### config.mk
export PLATFORM = sky130hd
export DESIGN_NAME = lane_swap_unit
export DESIGN_NICKNAME = d
export VERILOG_FILES = /design/src/rtl/lane_swap_pkg.sv /design/src/rtl/lane_swap_xbar.sv /design/src/rtl/lane_swap_flags.sv /design/src/rtl/lane_swap_unit.sv
export SDC_FILE = /design/constraint.sdc
export NUM_CORES = 1
export LEC_CHECK = 0
export BUFFER_PORTS_ARGS = -buffer_cell sky130_fd_sc_hd__buf_2
export CAP_MARGIN = 20
export CORE_ASPECT_RATIO = 1.25
export CORE_MARGIN = 3
export CORE_UTILIZATION = 50
export DETAILED_ROUTE_END_ITERATION = 16
export PLACE_DENSITY = 0.78
export SLEW_MARGIN = 0
export SYNTH_ARGS = -nofsm -noshare
export SYNTH_HDL_FRONTEND = slang
export SYNTH_SLANG_ARGS = --single-unit
### constraint.sdc
create_clock -name clk -period 1.2 [get_ports clk]
set_clock_uncertainty 0.15 [all_clocks]
set_input_delay 0.24 -clock clk [delete_from_list [all_inputs] [get_ports clk]]
set_output_delay 0.24 -clock clk [all_outputs]
set_load 0.01 [all_outputs]
### src/rtl/lane_swap_pkg.sv
package lane_swap_pkg;

   typedef enum logic [1:0] {
      SWP_HALF_LANES = 2'b00,
      SWP_WORD_REV   = 2'b01,
      SWP_HALVES     = 2'b10,
      SWP_RESERVED   = 2'b11
   } swp_op_e;

   typedef struct packed {
      logic z;
      logic s;
      logic cy;
      logic ov;
   } swp_flags_t;

   localparam int unsigned SWP_LANES = 4;

endpackage

### src/rtl/lane_swap_xbar.sv
module lane_swap_xbar
   import lane_swap_pkg::*;
#(
   parameter int unsigned LANE_W = 8
) (
   input  swp_op_e                           op,
   input  logic [SWP_LANES*LANE_W-1:0]       din,
   output logic [SWP_LANES*LANE_W-1:0]       dout
);
   localparam int unsigned WORD_W = SWP_LANES * LANE_W;

   logic [LANE_W-1:0] lane_in [SWP_LANES];
   logic [1:0]        sel_mask;

   // The source lane is the destination index XORed with a mask per operation.
   always_comb begin
      unique case (op)
         SWP_HALF_LANES: sel_mask = 2'b01;
         SWP_WORD_REV:   sel_mask = 2'b11;
         SWP_HALVES:     sel_mask = 2'b10;
         default:        sel_mask = 2'b00;
      endcase
   end

   for (genvar i = 0; i < SWP_LANES; i++) begin : g_lane
      assign lane_in[i] = din[i*LANE_W +: LANE_W];
      assign dout[i*LANE_W +: LANE_W] = lane_in[2'(i) ^ sel_mask];
   end

   if (WORD_W != 4 * LANE_W) begin : g_bad_word
      $error("lane_swap_xbar: word must hold exactly four lanes");
   end

endmodule

### src/rtl/lane_swap_flags.sv
module lane_swap_flags
   import lane_swap_pkg::*;
#(
   parameter int unsigned LANE_W     = 8,
   parameter bit          ZDET_ARITH = 1'b1
) (
   input  swp_op_e                      op,
   input  logic [SWP_LANES*LANE_W-1:0]  res,
   input  swp_flags_t                   prev,
   output swp_flags_t                   nxt
);
   localparam int unsigned WORD_W = SWP_LANES * LANE_W;
   localparam int unsigned HALF_W = WORD_W / 2;
   localparam logic [LANE_W-1:0] LANE_ONE = LANE_W'(1);
   localparam logic [LANE_W-1:0] LANE_MSB = LANE_W'(1) << (LANE_W - 1);
   localparam logic [WORD_W-1:0] ONES_REP = {SWP_LANES{LANE_ONE}};
   localparam logic [WORD_W-1:0] MSBS_REP = {SWP_LANES{LANE_MSB}};

   logic lane_hit;
   logic half_hit;

   if (ZDET_ARITH) begin : g_zdet_arith
      logic [WORD_W-1:0] borrow_mix;
      assign borrow_mix = (res - ONES_REP) & ~res & MSBS_REP;
      assign lane_hit   = |borrow_mix;
   end else begin : g_zdet_cmp
      logic [SWP_LANES-1:0] lane_zero;
      for (genvar i = 0; i < SWP_LANES; i++) begin : g_cmp
         assign lane_zero[i] = (res[i*LANE_W +: LANE_W] == '0);
      end
      assign lane_hit = |lane_zero;
   end

   assign half_hit = (res[WORD_W-1:HALF_W] == '0) || (res[HALF_W-1:0] == '0);

   always_comb begin
      if (op == SWP_RESERVED) begin
         nxt = prev;
      end else begin
         nxt.z  = (res == '0);
         nxt.s  = res[WORD_W-1];
         nxt.cy = (op == SWP_WORD_REV) ? lane_hit : half_hit;
         nxt.ov = 1'b0;
      end
   end

   if (LANE_W < 2) begin : g_bad_lane
      $error("lane_swap_flags: LANE_W must be at least 2");
   end

endmodule

### src/rtl/lane_swap_unit.sv
module lane_swap_unit
   import lane_swap_pkg::*;
#(
   parameter int unsigned LANE_W     = 8,
   parameter bit          ZDET_ARITH = 1'b1,
   localparam int unsigned WORD_W    = SWP_LANES * LANE_W
) (
   input  logic              clk,
   input  logic              rst_n,
   input  logic              in_valid,
   input  logic [1:0]        in_op,
   input  logic [WORD_W-1:0] in_data,
   output logic              out_valid,
   output logic [WORD_W-1:0] out_data,
   output logic              out_zero,
   output logic              out_sign,
   output logic              out_carry,
   output logic              out_ovf
);
   swp_op_e           op_q;
   logic [WORD_W-1:0] perm_data;
   swp_flags_t        flags_q;
   swp_flags_t        flags_d;

   assign op_q = swp_op_e'(in_op);

   lane_swap_xbar #(.LANE_W(LANE_W)) u_xbar (
      .op   (op_q),
      .din  (in_data),
      .dout (perm_data)
   );

   lane_swap_flags #(.LANE_W(LANE_W), .ZDET_ARITH(ZDET_ARITH)) u_flags (
      .op   (op_q),
      .res  (perm_data),
      .prev (flags_q),
      .nxt  (flags_d)
   );

   always_ff @(posedge clk or negedge rst_n) begin
      if (!rst_n) begin
         out_valid <= 1'b0;
         out_data  <= '0;
         flags_q   <= '0;
      end else begin
         out_valid <= in_valid;
         if (in_valid) begin
            out_data <= perm_data;
            flags_q  <= flags_d;
         end
      end
   end

   assign out_zero  = flags_q.z;
   assign out_sign  = flags_q.s;
   assign out_carry = flags_q.cy;
   assign out_ovf   = flags_q.ov;

endmodule

==> flow_summary.yaml, run 1 <==
global_routing:
  antenna_found_initial: 3
  grt_max_degree: 37
  grt_use_total_pct: 71.1
  grt_remaining_overflow: 24
logic_synthesis:
  synth_top_area_share_pct: 37.7
  synthFlopType: "dfrtp_1"
  synth_area_leaders: "dfrtp_1 38%, mux4_2 23%, mux2_2 16%, mux4_1 7.7%, nor4_1 1.8%"
  synth_fa_ha_area_share_pct: 1.57
  synthMuxAreaShare_pct: 47.6
  synth_area_leader_cell: "dfrtp_1"
  synth_cell_types: 28
  ys_seq_elements: 36
  avgSynthCellArea_um2: 15.9
  synth-compound-area-share_pct: 1.26
  syn-cell-area_um2: 2390
  yosys-top-cells-count: "36 x dfrtp_1, 33 x mux2_2, 24 x mux4_2, 7 x mux4_1, 7 x nor4_1"
  synth_edf_count: 0
  synth_xor_area_share_pct: 0
  synth.most_common_cell: "dfrtp_1"
  synthSimpleGateAreaFrac_pct: 7.91
  ys_seq_area_share_pct: 37.7
  synth_warnings: 0
  async_reset_ff_share_pct: 100
  postSynthCellCount: 150
  synth.net_count: 190
  synth_top_family_by_area: "multiplexers"
status:
  error_message: "[ERROR GRT-0232] Routing congestion too high. Check the congestion heatmap in the GUI."
  lastStage: "global routing (5_1_grt)"
  status: "stopped before the end"
timing:
  crit_endpoint: "out_zero$_DFFE_PN0P_/D"
  worst_endpoint_kind: "sequential cell input"
placement:
  hpwlAfterDp_um: 5000
  gp_congestion: 0.917
  dpl_cell_area_um2: 3280
  numPortBuffers: 72
clocking:
  cts_buffers: 5
  cts_max_path_buffers: 2
  htreeDepth: 2
  clock-root-buffer: "clkbuf_8"
  clkSinkCount: 36
floorplanning:
  num_rows: 27
  die_y_um: 83.3
  die-width_um: 67.8
  io_pins: 74
  initial_core_util_pct: 53.2
==> through the flow <==
| stage | utilization [%] | setup WS [ns] | instances | setup TNS, ns |
|---|---|---|---|---|
| after CTS | 89.4 | -1.10 | 373 | -22.99 |
| after detailed placement | 73.0 | -1.55 | 318 | -34.39 |
| after global placement | 73.0 | -1.47 | 318 | -32.85 |
| after floorplan | - | -1.04 | 150 | -22.27 |
==> routing by layer <==
| metal | overflow | track usage (%) |
|---|---|---|
| met5 | 1 | 18.8 |
| met4 | 10 | 68.9 |
| met3 | 1 | 61.8 |
| met2 | 12 | 83.1 |
| met1 | 0 | 70.8 |
==> logic make-up after synthesis <==
group | count (synthesis)
simple gates | 25
other cells | 1
fa+ha+maj | 3
mux | 68
buf+inv | 14
compound gates | 3
flops | 36
==> timing repair <==
item                                    4_1_cts
gates cloned                                  3
endpoints found under the hold margin        36
pin swaps                                    10
endpoints found under the setup margin       65
setup buffers                                44
gates resized for setup                      59
hold buffers                                  1
==> run 2: changes to the inputs <==
--- a/config.mk
+++ b/config.mk
@@ -7,11 +7,10 @@
 export LEC_CHECK = 0
 export BUFFER_PORTS_ARGS = -buffer_cell sky130_fd_sc_hd__buf_2
 export CAP_MARGIN = 20
-export CORE_ASPECT_RATIO = 1.25
 export CORE_MARGIN = 3
-export CORE_UTILIZATION = 50
+export CORE_UTILIZATION = 35
 export DETAILED_ROUTE_END_ITERATION = 16
-export PLACE_DENSITY = 0.78
+export PLACE_DENSITY_LB_ADDON = 0.15
 export SLEW_MARGIN = 0
 export SYNTH_ARGS = -nofsm -noshare
 export SYNTH_HDL_FRONTEND = slang
==> run 2 against run 1 <==
Effect of this change:
- synthesized area stayed put
- the flow now finishes, with violations (setup timing)
- synthesized cell count stayed put
==> flow_summary.yaml, run 2 <==
floorplanning:
  die-width_um: 88.6
  initial_core_util_pct: 36.8
  num_rows: 29
  dieArea_um2: 7850
  io_pins: 74
  die_y_um: 88.6
  coreArea_um2: 6490
min_path:
  worstHoldPathType: "primary input to register"
clocking:
  clock-root-buffer: "clkbuf_8"
  clk_pin_slew_ns: 0.08
  clk_latency_ns: 0.29
  cts_tree: "yes"
  clkSinkCount: 36
  htreeDepth: 2
  cts_buffers: 5
  cts_max_path_buffers: 2
timing:
  setup_slack_ns: -1.04
  setup_viol: 64
  final-max-slew-violation-count: 0
  rsz0062_at_grt: "yes"
  final.min_clock_period_ns: 2.24
  timing.fmax_mhz: 447
  hold_viol: 0
  finalCritPeriodShare_pct: 186
  fin_tns_setup_ns: -21.58
critical_path:
  startpoint_type: "primary input"
  crit_type: "primary input to register"
  crit_fanout: 4
  end_kind: "register"
  crit_arrival_ns: 2.33
  required_ns: 1.30
logic_synthesis:
  syn-cell-area_um2: 2390
  synth_area_leader_cell: "dfrtp_1"
  async_reset_ff_share_pct: 100
  synth_edf_count: 0
  synth.net_count: 190
  synth_top_area_share_pct: 37.7
  synth.most_common_cell: "dfrtp_1"
  synth_cell_types: 28
  yosys-top-cells-count: "36 x dfrtp_1, 33 x mux2_2, 24 x mux4_2, 7 x mux4_1, 7 x nor4_1"
  ys_seq_elements: 36
  avgSynthCellArea_um2: 15.9
  postSynthCellCount: 150
  ys_seq_area_share_pct: 37.7
  synth_area_leaders: "dfrtp_1 38%, mux4_2 23%, mux2_2 16%, mux4_1 7.7%, nor4_1 1.8%"
  synth_warnings: 0
  synthFlopType: "dfrtp_1"
routing:
  drt_first_pass_iters: 4
  drt_iter0_drc: 49
  ant_nets: 0
  totalWireLength_um: 7450
  drc: 0
  vias: 2113
  wl_per_cell_um: 18.1
  via_per_inst: 5.14
job:
  drv_cap: 0
global_routing:
  grt_pass1_wl_um: 11600
  grt_remaining_overflow: 0
  antenna_found_initial: 0
  grt_max_degree: 37
  grt_use_total_pct: 19.6
  grt_pass1_vias: 2202
placement:
  numPortBuffers: 72
  dp_worst_setup_slack_ns: -1.48
  hpwlAfterDp_um: 5030
  gp_congestion: 0.805
status:
  status: "finished with violations"
  violations: "setup timing"
final_layout:
  layout_commonest_cell: "buf_4"
  layout.nets: 373
  final_cell_mix: "74 x buf_4, 67 x buf_2, 36 x dfrtp_1"
  drive_gt1_share_pct: 83.8
  diodes: 0
  syn_to_final_growth_pct: 78.2
  final_core_util_pct: 65.5
  largest_register_ffs: 32
  largest_register: "out_data"
  fillers: 488
pwr:
  power.density_nw_per_um2: 1180
  ir_drop_v: 0.000742
  p_leak_uw: 0.00201
[run 2: worst paths after layout]
path	from	to	slack, ns	depth (start not counted)
max reg2reg	out_data[11]	out_data[11]	0.02	3
max	in_op[0]	out_carry	-1.04	12
min reg2reg	out_data[20]	out_data[20]	0.36	1
min in group asynchronous	rst_n	out_zero	0.27	3
min	in_valid	out_valid	0.14	2
max in group asynchronous	rst_n	out_data[24]	0.42	3
[run 2: critical path, cell delays in order]
cell	delay [ns]
buf_12	0.09
inv_8	0.03
ha_4	0.15
nor2_4	0.12
buf_6	0.13
buf_16	0.11
buf_6	0.09
mux4_2	0.56
nor4_4	0.34
nand4_2	0.16
a21oi_2	0.17
o22a_1	0.13
[run 2: area by class of cell]
class	instances	area, um^2	area share (%)
clock buffers	5	68.8	1.62
clock inverters	3	42.5	1.00
inverters	2	27.5	0.647
multi-input cells	100	1610	37.8
flip-flops and latches	36	901	21.2
well taps	77	96.3	2.26
repair buffers	188	1510	35.5
[run 2: power breakdown]
part,internal [uW],switching [uW]
clock network,616,507
logic,1460,871
registers,1430,113
[run 2: through the flow]
| step | hold WS [ns] | area (um^2) | total power, uW | instances |
|---|---|---|---|---|
| floorplan | -0.206 | 2530 | 2460 | 150 |
| global placement | 0.0732 | 3370 | 3170 | 348 |
| detailed placement | 0.0767 | 3370 | 3190 | 348 |
| CTS | 0.147 | 4050 | 4800 | 393 |
| global route | 0.140 | 4260 | 5270 | 411 |
| finish | 0.143 | 4260 | 5000 | 411 |
[run 2: timing repair]
item / in CTS / in global routing
setup endpoints to repair: 70 / 71
resized for setup: 69 / 22
pin swaps: 5 / 6
gates cloned: 1 / 0
endpoints found under the hold margin: 36 / 0
setup buffers: 36 / 24
hold buffers: 1 / 0
[run 2: layer usage]
layer	global-route usage (%)	share of wire [%]	vias to the layer above
li1	-	-	972
met1	27.3	44	1058
met2	31.1	50	70
met3	4.00	4.5	13
met4	5.91	1.5	0
met5	0	0	-
[run 2: cell families after synthesis]
| family | Yosys count | synth area share, % |
|---|---|---|
| AO/OA/AOI/OAI | 3 | 1.26 |
| adder cells (fa/ha/maj) | 3 | 1.57 |
| buffers and inverters | 14 | 3.82 |
| flip-flops | 36 | 37.7 |
| multiplexers | 68 | 47.6 |
| other | 1 | 0.157 |
| AND/OR/NAND/NOR | 25 | 7.91 |
No activity file was read; power rests on OpenSTA's default activity.
